## config.mk

```make
export PLATFORM = sky130hd
export DESIGN_NAME = vtag_pipe
export DESIGN_NICKNAME = d
export VERILOG_FILES = /design/src/rtl/vtag_pipe.sv
export SDC_FILE = /design/constraint.sdc
export NUM_CORES = 1
export LEC_CHECK = 0
export ABC_AREA = 1
export CAP_MARGIN = 40
export CORE_UTILIZATION = 40
export CTS_CLUSTER_SIZE = 16
export DETAILED_ROUTE_END_ITERATION = 8
export PLACE_DENSITY = 0.54
export SETUP_SLACK_MARGIN = 0.2
export SYNTH_ARGS = -nofsm -noshare
export SYNTH_HDL_FRONTEND = slang
export SYNTH_SLANG_ARGS = --single-unit
```

## constraint.sdc

```tcl
create_clock -name clk -period 2.95 [get_ports clk]
set_input_delay 0.59 -clock clk [delete_from_list [all_inputs] [get_ports clk]]
set_output_delay 0.59 -clock clk [all_outputs]
set_load 0.05 [all_outputs]
```

## src/rtl/vtag_pipe.sv

```systemverilog
module vtag_pipe #(
  parameter int W = 16,
  parameter int DEPTH = 4,
  parameter logic [W-1:0] K = 'h5A3C
) (
  input  logic         clk,
  input  logic         rst_n,
  input  logic         push_i,
  input  logic [W-1:0] push_data_i,
  output logic         full_o,
  input  logic         pop_i,
  output logic [W-1:0] pop_data_o,
  output logic         empty_o
);
  localparam int PW = (DEPTH > 1) ? $clog2(DEPTH) : 1;
  localparam int CW = $clog2(DEPTH + 1);
  localparam logic [CW-1:0] DEPTH_C = CW'(DEPTH);
  localparam logic [PW-1:0] LAST_P = PW'(DEPTH - 1);

  logic [W-1:0]  imem [DEPTH];
  logic [W-1:0]  omem [DEPTH];
  logic [PW-1:0] in_wp, in_rp, out_wp, out_rp;
  logic [CW-1:0] in_cnt, out_cnt;
  logic          s1_v, s2_v;
  logic [W-1:0]  s1_d, s2_d;

  logic in_empty, in_full, out_empty, out_full;
  logic adv, in_enq, in_deq, out_enq, out_deq;
  logic [W-1:0] f1, f2, f3;

  assign in_empty  = (in_cnt == '0);
  assign in_full   = (in_cnt == DEPTH_C);
  assign out_empty = (out_cnt == '0);
  assign out_full  = (out_cnt == DEPTH_C);

  assign adv     = !(s2_v && out_full);
  assign in_enq  = push_i && !in_full;
  assign in_deq  = adv && !in_empty;
  assign out_enq = adv && s2_v;
  assign out_deq = pop_i && !out_empty;

  assign f1 = imem[in_rp] + W'(1);
  assign f2 = {s1_d[W-2:0], 1'b0};
  assign f3 = s2_d ^ K;

  assign full_o     = in_full;
  assign empty_o    = out_empty;
  assign pop_data_o = omem[out_rp];

  always_ff @(posedge clk) begin
    if (in_enq) imem[in_wp] <= push_data_i;
    if (out_enq) omem[out_wp] <= f3;
  end

  always_ff @(posedge clk) begin
    if (!rst_n) begin
      in_wp <= '0; in_rp <= '0; in_cnt <= '0;
      out_wp <= '0; out_rp <= '0; out_cnt <= '0;
      s1_v <= 1'b0; s1_d <= '0;
      s2_v <= 1'b0; s2_d <= '0;
    end else begin
      if (in_enq) in_wp <= (in_wp == LAST_P) ? '0 : in_wp + PW'(1);
      if (in_deq) in_rp <= (in_rp == LAST_P) ? '0 : in_rp + PW'(1);
      in_cnt <= in_cnt + CW'(in_enq) - CW'(in_deq);
      if (out_enq) out_wp <= (out_wp == LAST_P) ? '0 : out_wp + PW'(1);
      if (out_deq) out_rp <= (out_rp == LAST_P) ? '0 : out_rp + PW'(1);
      out_cnt <= out_cnt + CW'(out_enq) - CW'(out_deq);
      if (adv) begin
        s1_v <= !in_empty;
        if (!in_empty) s1_d <= f1;
        s2_v <= s1_v;
        if (s1_v) s2_d <= f2;
      end
    end
  end

  AST_STALL_HOLD: assert property (@(posedge clk) disable iff (!rst_n)
    (s2_v && out_full) |=> (s2_v && $stable(s2_d) && $stable(s1_v) && $stable(s1_d)));
  AST_STALL_NO_DEQ: assert property (@(posedge clk) disable iff (!rst_n)
    (s2_v && out_full) |=> (in_cnt >= $past(in_cnt)));
  AST_NO_OVERFLOW: assert property (@(posedge clk) disable iff (!rst_n)
    (in_cnt <= DEPTH_C) && (out_cnt <= DEPTH_C));
  AST_BUBBLE: assert property (@(posedge clk) disable iff (!rst_n)
    (in_empty && !(s2_v && out_full)) |=> !s1_v);
  AST_STAGE2_LOAD: assert property (@(posedge clk) disable iff (!rst_n)
    (s1_v && !(s2_v && out_full)) |=> (s2_v && s2_d == W'($past(s1_d) * 2)));
endmodule

```

* Word level (Yosys, flattened, before mapping)
Memories as Yosys holds them, arrays and structs flattened. A register that Yosys moved wholly into a read port is not among the register bits.
Index checks and enable logic that the tools add are counted.
** Storage, ports and cells
- Output and inout bits :: 18
- Bits of input ports :: 20
- Latch bits :: 0
- ROM bits :: 0
- Logic and storage cells :: 55
- Memories :: 2
- RAM bits :: 124
- Bits in registers :: 46
** Memory list
- imem :: words 4, width 16, rd ports 1, clocked after memory_dff 1, wr ports 1, line 20 : logic [W-1:0] imem [DEPTH];
- omem :: words 4, width 15, rd ports 1, clocked after memory_dff 1, wr ports 1, line 21 : logic [W-1:0] omem [DEPTH];
** Cells by class
- Bitwise logic cells :: 3
- Multiplexer cells :: 12
- $mul :: 0
- Add/sub/neg operators :: 9
- Shift-type cells :: 0
- Div/mod/pow operators :: 0
- Reductions and logical operators :: 13
- Order comparisons :: 0
- Equal/unequal tests :: 6
** Operator list (number)
- 2-bit 2-to-1 mux :: 8
- 15-bit by 1-bit adder with 15-bit output (second input constant) :: 1
- 2-bit by 1-bit adder with 2-bit output (second input constant) :: 4
- 2-bit equality test (second input constant) :: 4
- 8-bit NOT :: 1
- 3-bit by 1-bit adder with 3-bit output :: 2
- 3-bit equality test (second input constant) :: 2
- 3-bit logical NOT :: 2
- 3-bit by 1-bit subtractor with 3-bit output :: 2
- 1-bit logical AND :: 5
- 1-bit logical NOT :: 4
- 1-bit 2-to-1 mux :: 4
- 2-bit AND reduction :: 2
- 1-bit NOT :: 2

* Longest topological paths before layout
- Depth in word-level cells :: 6
- Mapped depth :: 17
- Gate-level depth less buffers :: 15

* Least setup slack after synthesis
No wires, ideal clock.
- Path type :: register to register
- From :: reg out_cnt[1]
- To :: reg out_cnt[2]
- Path buffers :: 0
- Period minus slack after synthesis :: 2.915 ns
- Stages on the path, launching flop included :: 11
- Library setup time :: 0.070 ns
- Path slack :: 0.035 ns
- Data required time :: 2.880 ns
- Arrival time :: 2.846 ns
- Cells stage by stage :: dfxtp_1 -> nor3_1 -> nor2_1 -> ha_1 -> inv_1 -> ha_1 -> inv_1 -> fa_1 -> inv_1 -> o21ai_0 -> a21oi_1
** On the way
- Elaborated cells between the ends (all ways) :: 9
- Those cells by class :: add/sub (2); eq/ne (1); reduce/logical (6)
** RTL lines
- start: declaration :: line 23 : logic [CW-1:0] in_cnt, out_cnt;
- start signal: assignment :: line 67 : out_cnt <= out_cnt + CW'(out_enq) - CW'(out_deq);
- 3-bit logical NOT :: line 33 : assign out_empty = (out_cnt == '0);
- named net empty_o :: line 13 : output logic empty_o
- 1-bit logical NOT :: line 40 : assign out_deq = pop_i && !out_empty;
- 1-bit logical AND :: line 40
- 3-bit by 1-bit subtractor with 3-bit output :: line 67
The timed path passes the listed nets, and every way through them passes these cells.
A chain may end at the register's enable or synchronous reset.

* Worst setup path in the final report
- From :: reg in_cnt[1]
- To :: out full_o
** On the way
- Word-level cells in the longest chain between the ends :: 1
** Ends and longest elaborated chain
- start: declaration :: line 23
- start signal: assignment :: line 64 : in_cnt <= in_cnt + CW'(in_enq) - CW'(in_deq);
- 3-bit equality test :: line 32 : assign in_full = (in_cnt == DEPTH_C);
- end: declaration :: line 10 : output logic full_o,
No other way between the ends.

==> results.py <==
metrics = {
    "logic_synthesis": {
        "avgSynthCellArea_sq_um": 10.4,
        "synth-seq-area-share_pct": 64.7,
        "synth_warnings": 0,
        "synthCells": 687,
        "syn-num-nets": 724,
        "yosysUniqueCellTypes": 37,
        "synth.ff_latch_count": 170,
        "synthesis.area_sq_um": 7120,
    },
    "clock_network": {
        "postCtsHoldBufs": 0,
        "path_clk_slew_ps": 60,
        "cts-root-buf": "clkbuf_16",
        "cts_tree": "built",
        "cts_max_level": 4,
        "clk_path_buf_depth": 2,
        "cts_setup_buffers": 0,
        "cts.sinks": 170,
        "clock_latency_ps": 420,
        "cts_resized": 0,
        "cts_made_buffers": 17,
    },
    "global_routing": {
        "antenna_found_initial": 0,
        "grt_pass1_vias": 4645,
        "grt_pass1_wl_um": 23100,
        "grt_max_degree": 33,
        "track_usage_pct": 16.3,
        "overflow": 0,
    },
    "drt": {
        "viasPerCell": 4.83,
        "drt_iter0_drc": 156,
        "firstDrtPassIters": 5,
        "drt_wl_total_um": 13600,
        "dr_total_vias": 4673,
        "drtAntennaViolNets": 0,
        "avgRoutedWirePerCell_um": 14.0,
        "drc": 0,
    },
    "layout": {
        "drive_gt1_share_pct": 11.1,
        "post-route-util_pct": 47.8,
        "nFillCells": 1591,
        "syn_to_final_growth_pct": 16.6,
        "final_cell_area_sq_um": 8300,
        "diodes": 0,
        "layout.nets": 766,
    },
    "power_and_ir_drop": {
        "p_leak_nw": 3.24,
        "powerDensity_nw_per_um2": 1050,
        "p_total_mw": 8.71,
        "peakVddDrop_uv": 479,
    },
    "sta": {
        "rsz0062_at_grt": "no",
        "final_hold_viol_count": 0,
        "fin_worst_skew_ps": 8.16,
        "tns_ps": 0,
        "maxSlewHeadroom_pct": 42.9,
        "slew_violations": 0,
        "period_needed_ps": 2600,
        "period_share_pct": 88.1,
        "setup_slack_ps": 351,
        "setup_viol": 0,
        "worst_slew_pin_slew_ps": 855,
        "fmax_ghz": 0.385,
    },
    "floorplan": {
        "fp-row-count": 48,
        "die_w_um": 135,
        "die_y_um": 135,
        "floorplan.initialDensity_pct": 41.0,
        "core_sq_um": 17400,
        "dieArea_sq_um": 18300,
        "ios": 38,
    },
    "setup_path": {
        "worstPathArrival_ps": 2010,
        "required_ps": 2360,
        "cp_max_fo": 4,
        "crit_type": "reg -> out",
        "cp-start-kind": "flip-flop",
        "end_kind": "output pin",
    },
    "status": {
        "status": "finished, final reports clean",
    },
    "worst_hold_path": {
        "holdCritPathClass": "reg -> reg",
    },
    "placement": {
        "gp_congestion": 0.775,
        "port_buffers": 35,
        "dp_slack_ps": 392,
        "place_hpwl_um": 8880,
        "dpl_cell_area_sq_um": 7670,
    },
    "flow_run": {
        "max_cap_viol_count": 0,
    },
}
==> cells in the mapped netlist, drive strengths merged <==
library cell	n	area [sq um]
a211oi	3	22.5
a21oi	21	113
a32oi	1	8.76
and2	2	12.5
buf	15	119
clkbuf	14	52.6
conb	1	3.75
dfxtp	50	1000
edfxtp	120	3600
fa	2	40.0
ha	15	188
inv	59	229
nand2	147	569
nand3	39	200
nand4	1	6.26
nor2	102	415
nor3	2	10.0
o211a	2	20.0
o211ai	4	30.0
o21a	1	7.51
o21ai	67	339
o22ai	15	93.8
or2	1	6.26
xnor2	1	8.76
xor2	2	17.5
==> sequential cells by signal, summed over array words and instances, names as in the netlist, 3 cells and up, named ones only <==
name	count
imem	60
omem	60
s1_d	15
s2_d	15
in_cnt	3
out_cnt	3
==> cell type report <==
type                            instances  area (sq um)  share of cell area [%]
Clock inverter                         13           190                    2.29
Sequential cell                       170          4600                    55.5
Multi-Input combinational cell        429          2120                    25.5
Tap cell                              225           282                    3.39
Inverter                               59           229                    2.76
Clock buffer                           19           433                    5.22
Timing Repair Buffer                   52           440                    5.31
==> layer usage <==
metal,routed length [um],GRT usage (%)
met1,6160,19.6
met2,6830,28.3
met3,394,3.89
met4,181,6.24
met5,0,0
==> critical path, stage by stage (launching register included) <==
cell and delay, ps:
dfxtp_1 340, or2_2 340, nor2_1 100, clkdlybuf4s50_1 800
==> logic make-up after synthesis <==
group                    after synthesis  synth area share (%)
AO/OA/AOI/OAI                        114                  8.91
XOR/XNOR                               3                 0.369
other                                  1                0.0527
adder cells (fa/ha/maj)               17                  3.20
buffers and inverters                 88                  5.63
flip-flops                           170                  64.7
AND/OR/NAND/NOR                      294                  17.1
==> placed cells by master, fill, tap and decap left out, types with 2 or more instances in the layout <==
master           instances
a211oi_1                 3
a21oi_1                 19
a21oi_2                  2
and2_1                   2
buf_4                   32
bufinv_16                4
clkbuf_1                 2
clkbuf_16               17
clkdlybuf4s50_1         20
clkinvlp_4               4
dfxtp_1                 50
edfxtp_1               120
fa_1                     2
ha_1                    15
inv_1                   57
inv_6                    3
nand2_1                140
nand2_2                  7
nand3_1                 38
nor2_1                  97
nor2_4                   4
o211a_1                  2
o211ai_1                 4
o21ai_0                 65
o22ai_1                 15
xor2_1                   2
==> report_power, final <==
part	switching, mW	internal [mW]
Sequential	0.228	3.04
Combinational	2.17	0.948
Clock	0.903	1.42
Total	3.30	5.41
==> worst paths after layout <==
check             from   endpoint  slack (ps)  depth (start not counted)
max          in_cnt[1]     full_o         350                          3
min               s1_v       s2_v         480                          2
max reg2reg  in_cnt[1]  in_cnt[2]         700                          9
min reg2reg       s1_v       s2_v         480                          2
==> stage by stage <==
| stage | instances | hold WS [ps] |
|---|---|---|
| after global placement | 935 | 462 |
| after global routing | 967 | 515 |
| after detailed placement | 935 | 471 |
| after floorplan | 687 | 450 |
| final | 967 | 481 |
| after CTS | 967 | 482 |
Note: power is estimated with default switching activity, not from simulation.
